==> config.mk <==
export PLATFORM = sky130hd
export DESIGN_NAME = cnn_dram_addrgen
export DESIGN_NICKNAME = d
export VERILOG_FILES = /design/src/rtl/dag_pkg.sv /design/src/rtl/dag_cfg_regs.sv /design/src/rtl/dag_pixel_ptr.sv /design/src/rtl/dag_addr_calc.sv /design/src/rtl/dag_mem_port.sv /design/src/rtl/cnn_dram_addrgen.sv
export SDC_FILE = /design/constraint.sdc
export NUM_CORES = 2
export LEC_CHECK = 0
export ABC_AREA = 1
export BUFFER_PORTS_ARGS = -buffer_cell sky130_fd_sc_hd__buf_2
export CORE_MARGIN = 2
export CORE_UTILIZATION = 50
export DETAILED_ROUTE_END_ITERATION = 12
export PLACE_DENSITY = 0.8
export SLEW_MARGIN = 20
export SYNTH_ARGS = -nofsm -noshare
export SYNTH_HDL_FRONTEND = slang
export SYNTH_SLANG_ARGS = --single-unit
==> constraint.sdc <==
create_clock -name clk -period 6.4 [get_ports clk]
set_input_delay 0.64 -clock clk [delete_from_list [all_inputs] [get_ports clk]]
set_output_delay 0.64 -clock clk [all_outputs]
set_load 0.01 [all_outputs]
==> src/rtl/dag_pkg.sv <==
package dag_pkg;
  typedef enum logic [1:0] {
    OP_WGT = 2'd0,
    OP_PIX = 2'd1,
    OP_OUT = 2'd2,
    OP_ROW = 2'd3
  } dag_op_e;

  typedef enum logic [2:0] {
    CF_BASE  = 3'd0,
    CF_WOFS  = 3'd1,
    CF_DOFS  = 3'd2,
    CF_LWOFS = 3'd3,
    CF_LIN   = 3'd4,
    CF_PPR   = 3'd5,
    CF_OPIX  = 3'd6
  } dag_cfg_e;
endpackage

==> src/rtl/dag_cfg_regs.sv <==
module dag_cfg_regs
  import dag_pkg::*;
#(
  parameter int ADDR_W = 32,
  parameter logic [ADDR_W-1:0] RESET_BASE = 32'h3800_0000
) (
  input  logic              clk,
  input  logic              rst_n,
  input  logic              cfg_we,
  input  logic [2:0]        cfg_sel,
  input  logic [ADDR_W-1:0] cfg_data,
  output logic [ADDR_W-1:0] base_q,
  output logic [ADDR_W-1:0] wofs_q,
  output logic [ADDR_W-1:0] dofs_q,
  output logic [ADDR_W-1:0] lwofs_q,
  output logic [ADDR_W-1:0] lin_q,
  output logic [ADDR_W-1:0] ppr_q,
  output logic [ADDR_W-1:0] opix_q
);
  localparam int NREG = 7;

  logic [NREG-1:0] hit;

  // One write strobe per register, decoded from the select code.
  generate
    for (genvar i = 0; i < NREG; i++) begin : g_dec
      assign hit[i] = cfg_we && (cfg_sel == 3'(i));
    end
  endgenerate

  always_ff @(posedge clk or negedge rst_n) begin
    if (!rst_n) begin
      base_q  <= RESET_BASE;
      wofs_q  <= '0;
      dofs_q  <= '0;
      lwofs_q <= '0;
      lin_q   <= '0;
      ppr_q   <= '0;
      opix_q  <= '0;
    end else begin
      if (hit[CF_BASE])  base_q  <= cfg_data;
      if (hit[CF_WOFS])  wofs_q  <= cfg_data;
      if (hit[CF_DOFS])  dofs_q  <= cfg_data;
      if (hit[CF_LWOFS]) lwofs_q <= cfg_data;
      if (hit[CF_LIN])   lin_q   <= cfg_data;
      if (hit[CF_PPR])   ppr_q   <= cfg_data;
      if (hit[CF_OPIX])  opix_q  <= cfg_data;
    end
  end
endmodule

==> src/rtl/dag_pixel_ptr.sv <==
module dag_pixel_ptr #(
  parameter int ADDR_W = 32,
  parameter int ARG_W  = 16,
  parameter int PTR_W  = ADDR_W + ARG_W
) (
  input  logic              clk,
  input  logic              rst_n,
  input  logic              row_load,
  input  logic [ARG_W-1:0]  row_y,
  input  logic [ADDR_W-1:0] lin,
  input  logic [ADDR_W-1:0] ppr,
  input  logic              step,
  output logic [PTR_W-1:0]  ptr_q
);
  logic [PTR_W-1:0] prod;
  logic [PTR_W-1:0] ptr_d;
  logic             ptr_en;

  always_comb begin
    prod   = PTR_W'(ppr) * PTR_W'(row_y);
    ptr_en = row_load || step;
    if (row_load) ptr_d = PTR_W'(lin) + prod;
    else          ptr_d = ptr_q + PTR_W'(1);
  end

  always_ff @(posedge clk or negedge rst_n) begin
    if (!rst_n)      ptr_q <= '0;
    else if (ptr_en) ptr_q <= ptr_d;
  end
endmodule

==> src/rtl/dag_addr_calc.sv <==
module dag_addr_calc
  import dag_pkg::*;
#(
  parameter int ADDR_W = 32,
  parameter int ARG_W  = 16,
  parameter int PTR_W  = ADDR_W + ARG_W,
  parameter int SUM_W  = PTR_W + 2,
  parameter logic [SUM_W-1:0] LIMIT_WORDS = '0
) (
  input  logic [1:0]        op,
  input  logic [ARG_W-1:0]  arg,
  input  logic [ADDR_W-1:0] base,
  input  logic [ADDR_W-1:0] wofs,
  input  logic [ADDR_W-1:0] dofs,
  input  logic [ADDR_W-1:0] lwofs,
  input  logic [ADDR_W-1:0] opix,
  input  logic [PTR_W-1:0]  ptr,
  output logic              in_range,
  output logic [ADDR_W-1:0] byte_addr
);
  logic [SUM_W-1:0] word;

  always_comb begin
    unique case (op)
      OP_WGT:  word = SUM_W'(wofs) + SUM_W'(lwofs) + SUM_W'(arg);
      OP_PIX:  word = SUM_W'(dofs) + SUM_W'(ptr);
      OP_OUT:  word = SUM_W'(dofs) + SUM_W'(opix) + SUM_W'(arg);
      default: word = '0;
    endcase
    in_range  = word < LIMIT_WORDS;
    byte_addr = base + ADDR_W'({word, 2'b00});
  end
endmodule

==> src/rtl/dag_mem_port.sv <==
module dag_mem_port #(
  parameter int ADDR_W = 32,
  parameter int DATA_W = 32
) (
  input  logic              clk,
  input  logic              rst_n,
  input  logic              issue,
  input  logic              reject,
  input  logic [ADDR_W-1:0] issue_addr,
  input  logic              issue_write,
  input  logic [DATA_W-1:0] issue_wdata,
  input  logic              mem_ready,
  output logic              mem_valid,
  output logic              mem_write,
  output logic [ADDR_W-1:0] mem_addr,
  output logic [DATA_W-1:0] mem_wdata,
  output logic              err
);
  logic valid_d;
  logic load_en;

  always_comb begin
    load_en = issue;
    if (issue)                      valid_d = 1'b1;
    else if (mem_valid && mem_ready) valid_d = 1'b0;
    else                            valid_d = mem_valid;
  end

  always_ff @(posedge clk or negedge rst_n) begin
    if (!rst_n) begin
      mem_valid <= 1'b0;
      err       <= 1'b0;
    end else begin
      mem_valid <= valid_d;
      err       <= reject;
    end
  end

  always_ff @(posedge clk or negedge rst_n) begin
    if (!rst_n) begin
      mem_write <= 1'b0;
      mem_addr  <= '0;
      mem_wdata <= '0;
    end else if (load_en) begin
      mem_write <= issue_write;
      mem_addr  <= issue_addr;
      mem_wdata <= issue_wdata;
    end
  end
endmodule

==> src/rtl/cnn_dram_addrgen.sv <==
module cnn_dram_addrgen
  import dag_pkg::*;
#(
  parameter int ADDR_W = 32,
  parameter int DATA_W = 32,
  parameter int ARG_W  = 16,
  parameter logic [ADDR_W-1:0] REGION_BASE  = 32'h3800_0000,
  parameter logic [ADDR_W-1:0] REGION_BYTES = 32'h0600_0000
) (
  input  logic              clk,
  input  logic              rst_n,
  input  logic              cfg_we,
  input  logic [2:0]        cfg_sel,
  input  logic [ADDR_W-1:0] cfg_data,
  input  logic              cmd_valid,
  input  logic [1:0]        cmd_op,
  input  logic [ARG_W-1:0]  cmd_arg,
  input  logic [DATA_W-1:0] cmd_wdata,
  output logic              cmd_ready,
  output logic              mem_valid,
  output logic              mem_write,
  output logic [ADDR_W-1:0] mem_addr,
  output logic [DATA_W-1:0] mem_wdata,
  input  logic              mem_ready,
  output logic              err
);
  localparam int PTR_W = ADDR_W + ARG_W;
  localparam int SUM_W = PTR_W + 2;
  localparam logic [SUM_W-1:0] LIMIT_WORDS = SUM_W'(REGION_BYTES >> 2);

  logic [ADDR_W-1:0] base_q, wofs_q, dofs_q, lwofs_q, lin_q, ppr_q, opix_q;
  logic [PTR_W-1:0]  ptr_q;
  logic              in_range;
  logic [ADDR_W-1:0] calc_addr;
  logic              accept, is_mem, issue, reject, row_load, step;

  always_comb begin
    cmd_ready = !mem_valid;
    accept    = cmd_valid && cmd_ready;
    is_mem    = cmd_op != OP_ROW;
    issue     = accept && is_mem && in_range;
    reject    = accept && is_mem && !in_range;
    row_load  = accept && (cmd_op == OP_ROW);
    step      = issue && (cmd_op == OP_PIX);
  end

  dag_cfg_regs #(.ADDR_W(ADDR_W), .RESET_BASE(REGION_BASE)) u_cfg (
    .clk(clk), .rst_n(rst_n), .cfg_we(cfg_we), .cfg_sel(cfg_sel),
    .cfg_data(cfg_data), .base_q(base_q), .wofs_q(wofs_q), .dofs_q(dofs_q),
    .lwofs_q(lwofs_q), .lin_q(lin_q), .ppr_q(ppr_q), .opix_q(opix_q)
  );

  dag_pixel_ptr #(.ADDR_W(ADDR_W), .ARG_W(ARG_W), .PTR_W(PTR_W)) u_ptr (
    .clk(clk), .rst_n(rst_n), .row_load(row_load), .row_y(cmd_arg),
    .lin(lin_q), .ppr(ppr_q), .step(step), .ptr_q(ptr_q)
  );

  dag_addr_calc #(
    .ADDR_W(ADDR_W), .ARG_W(ARG_W), .PTR_W(PTR_W), .SUM_W(SUM_W),
    .LIMIT_WORDS(LIMIT_WORDS)
  ) u_calc (
    .op(cmd_op), .arg(cmd_arg), .base(base_q), .wofs(wofs_q), .dofs(dofs_q),
    .lwofs(lwofs_q), .opix(opix_q), .ptr(ptr_q), .in_range(in_range),
    .byte_addr(calc_addr)
  );

  dag_mem_port #(.ADDR_W(ADDR_W), .DATA_W(DATA_W)) u_port (
    .clk(clk), .rst_n(rst_n), .issue(issue), .reject(reject),
    .issue_addr(calc_addr), .issue_write(cmd_op == OP_OUT),
    .issue_wdata(cmd_wdata), .mem_ready(mem_ready), .mem_valid(mem_valid),
    .mem_write(mem_write), .mem_addr(mem_addr), .mem_wdata(mem_wdata),
    .err(err)
  );
endmodule

==> qor.csv <==
stage;metric;value;unit
clock_tree;cts.htree.levels;2;
clock_tree;clk_path_buf_depth;3;
timing;grt_setup_unrepaired;yes;
global_route;grt_max_degree;147;
global_route;global_route_overflow;0;
timing;report.final.hold_viol_count;0;
routing;postRouteAntennaNets;0;
routing;residual_drc_count;0;
min_path;holdCritStartpoint;mem_ready;
global_route;antenna_found_initial;5;
timing;setup_viol_count_final;0;
timing;slew_headroom;33.3;%
routing;detailed_routing_wirelength_on_met1;59.1;mm
timing;final.hold.worst_slack;0.227;ns
clock_tree;clk-insertion-delay-late;0.60;ns
floorplanning;floorplan.initialDensity;50.4;%
clock_tree;clock_tree_from_tritoncts;done;
finish;layout.cells.non_filler;7439;
setup_path;cp_slowest_cell;fa_1;
floorplanning;dieArea;86500;µm²
synthesis;sequential_area_share_after_synthesis;20.2;%
routing;routed-wl-met2;62.8;mm
setup_path;arrival;6.72;ns
setup_path;critical_path_class;reg -> reg;
setup_path;timing.critical_path.from_type;register;
clock_tree;cts.root.buffer_cell;clkbuf_16;
finish;layout.cell_area.non_filler;48100;µm²
min_path;worst_hold_path_type;in -> reg;
place;post-dp-hpwl;112;mm
setup_path;critical_path.reg2reg.startpoint;u_cfg.ppr_q[5];
routing;overall_via_count_from_detail_route;40000;
place;gp_routability_congestion;1.01;
timing;post-route-worst-setup-slack;0.138;ns
timing;achievable-frequency;160;MHz
min_path;min_delay_path_depth;2;
timing;post-route-min-period;6.26;ns
synthesis;synth_area_per_cell;7.02;µm²
job;timing.max_cap.violations;0;
synthesis;post_synth_most_frequent_cells;nand2_1, inv_1, fa_1;
synthesis;yosysTopAreaCell;fa_1;
routing;via_per_inst;5.38;
synthesis;gate_count_of_the_mapped_netlist;5995;
global_route;global_route.usage.total;31.9;%
floorplanning;chipHeight;294;µm
global_route;grt_pass1_wl;216;mm
routing;top_layer;met5;
setup_path;worst-path-max-fanout;3;
outcome;outcome;complete, no violations;
synthesis;synthesis.nets;6807;
floorplanning;rows;106;
place;buffer_ports.inserted;157;
setup_path;worst_setup_path_end_kind;register;
clock_tree;numClockSinks;339;
min_path;hold-path-endpoint;u_port.mem_valid;
setup_path;worst_ep_required_time;6.86;ns
synthesis;synth-edff-count;0;
place;dp_cells;7341;
routing;drt-total-wl;138;mm
synthesis;yosysMostFrequentCell;nand2_1;
finish;share_of_final_layout_standard_cells_stronger_than_drive_strength_1;12.0;%
routing;dr.pass1.iters;8;
clock_tree;tritoncts.num_buffers;40;
setup_path;critPathTopFamily;adder cells;
place;place_ws;-0.712;ns
global_route;via_count_of_the_first_global_routing_pass;38400;
routing;drt-wirelength-per-cell;18.5;µm
floorplanning;placeableCoreArea;83400;µm²
timing;final_max_slew_viol_count;0;
synthesis;synth_area_leaders;fa_1, dfrtp_1, nand2_1;
routing;dr_wl_met3;10.6;mm
setup_path;worst-r2r-setup-slack;0.14;ns
synthesis;postSynth.topFlopCell;dfrtp_1;
setup_path;max_stage_delay;0.55;ns
setup_path;critical_path.reg2reg.endpoint;u_ptr.ptr_q[43];
routing;drt_iter0_drc;4056;
synthesis;yosys_warnings;0;
clock_tree;worst_setup_hold_path_clk_slew;0.07;ns
synthesis;mappedNetlistArea;42100;µm²
timing;tightestPinTransition;0.997;ns
timing;finalClockSkew;0.0340;ns
finish;flow.area_growth_from_synthesis;14.3;%
synthesis;postSynth.asyncResetShare;100;%
floorplanning;io_pins;158;
setup_path;crit_buf_inv;9;
synthesis;synth_seq_cells;339;
floorplanning;floorplan.die.width;294;µm
place;post_dp_cell_area;46000;µm²
finish;final_nets;7137;
setup_path;rr_worst_depth;28;
timing;final_cycle_share;97.8;%
synthesis;netlist-cell-type-count;53;
synthesis;post-synth-top-area-fraction;21.7;%
finish;fillerInstances;7698;
-- layer usage --
layer / global-route usage, % / up-vias
met1: 44.8 / 19100
met5: 0 / -
met3: 3.57 / 273
met2: 51.1 / 1673
li1: - / 19000
met4: 11.1 / 4
-- worst max-delay path by stage --
stage | cells past startpoint | startpoint | end | slack (ns)
detailed placement | 29 | cmd_arg[1] | u_ptr.ptr_q[41] | -0.71
floorplan | 26 | cmd_arg[1] | u_ptr.ptr_q[41] | 0.01
finish | 28 | u_cfg.ppr_q[5] | u_ptr.ptr_q[43] | 0.14
global route | 29 | u_cfg.ppr_q[2] | u_ptr.ptr_q[43] | -0.08
global placement | 27 | cmd_arg[6] | u_ptr.ptr_q[41] | -0.58
CTS | 27 | u_cfg.ppr_q[13] | u_ptr.ptr_q[43] | 0.01
-- cells in the final DEF (no fill, tap or decap), types with 15 or more instances in the layout --
cell,synthesis,final
or2_2,28,28
o21ai_0,396,380
nand2_1,1792,1775
buf_2,16,156
dfrtp_2,0,16
clkbuf_16,0,41
nor2_2,20,23
nand3_1,308,305
o21bai_1,17,15
xor2_1,50,50
nor3_1,41,39
o21ai_1,30,40
inv_1,1231,1228
nand4_1,51,51
a21oi_1,236,219
fa_1,455,452
dfrtp_1,336,320
xnor2_1,36,36
buf_12,0,19
buf_4,1,308
nor2_1,315,312
a31oi_1,27,24
inv_2,25,28
ha_1,267,256
nand2_2,13,27
-- stage by stage --
stage          utilization [%]  setup TNS [ns]
2_1_floorplan                -               0
3_3_place_gp              55.1           -6.02
3_5_place_dp              55.1           -8.30
4_1_cts                   57.0               0
5_1_grt                   57.6          -0.339
6_report                  57.6               0
-- worst reg2reg max path: cells and delay by family (launching register included) --
family                   cells  cell delay [ns]
adder cells (fa/ha/maj)      7             3.36
AO/OA/AOI/OAI                8             1.06
buffers and inverters        9             0.74
AND/OR/NAND/NOR              4             0.53
flip-flops                   1             0.44
-- kinds of logic (layout without fill, tap and decap cells) --
group	after synthesis	after routing	synth area share [%]
adder cells (fa/ha/maj)	722	722	29.6
AO/OA/AOI/OAI	778	778	9.89
buffers and inverters	1466	1826	13.2
flip-flops	339	339	20.2
other	0	4	0
AND/OR/NAND/NOR	2604	2604	25.3
XOR/XNOR	86	86	1.79
-- sequential cells by signal, indices dropped and copies added, names as in the netlist --
signal	flops
u_cfg.lwofs_q	32
u_port.mem_addr	32
u_cfg.base_q	32
u_port.err	1
u_cfg.wofs_q	32
u_cfg.lin_q	32
u_port.mem_valid	1
u_cfg.dofs_q	32
u_cfg.opix_q	32
u_ptr.ptr_q	48
u_port.mem_wdata	32
u_port.mem_write	1
u_cfg.ppr_q	32
-- what timing repair did --
| item | 4_1_cts | 5_1_grt |
|---|---|---|
| hold buffers | 1 | 0 |
| endpoints found under the setup margin | 19 | 30 |
| endpoints found under the hold margin | 40 | 0 |
| pin swaps | 4 | 49 |
| buffers inserted | 2 | 20 |
| resized for setup | 26 | 95 |
-- cell type report --
class                   count  area (µm²)  area share [%]
diodes                      4        10.0          0.0208
repair buffers            496        3630            7.54
flip-flops and latches    339        8510            17.7
multi-input cells        4190       28400            59.1
clock buffers              50        1120            2.33
clock inverters            22         329           0.685
inverters                1258        4720            9.82
well taps                1080        1350            2.81
Power is left out: the tool's default activity adds up to more than one toggle a clock period on the data nets, which glitch-free logic cannot reach.
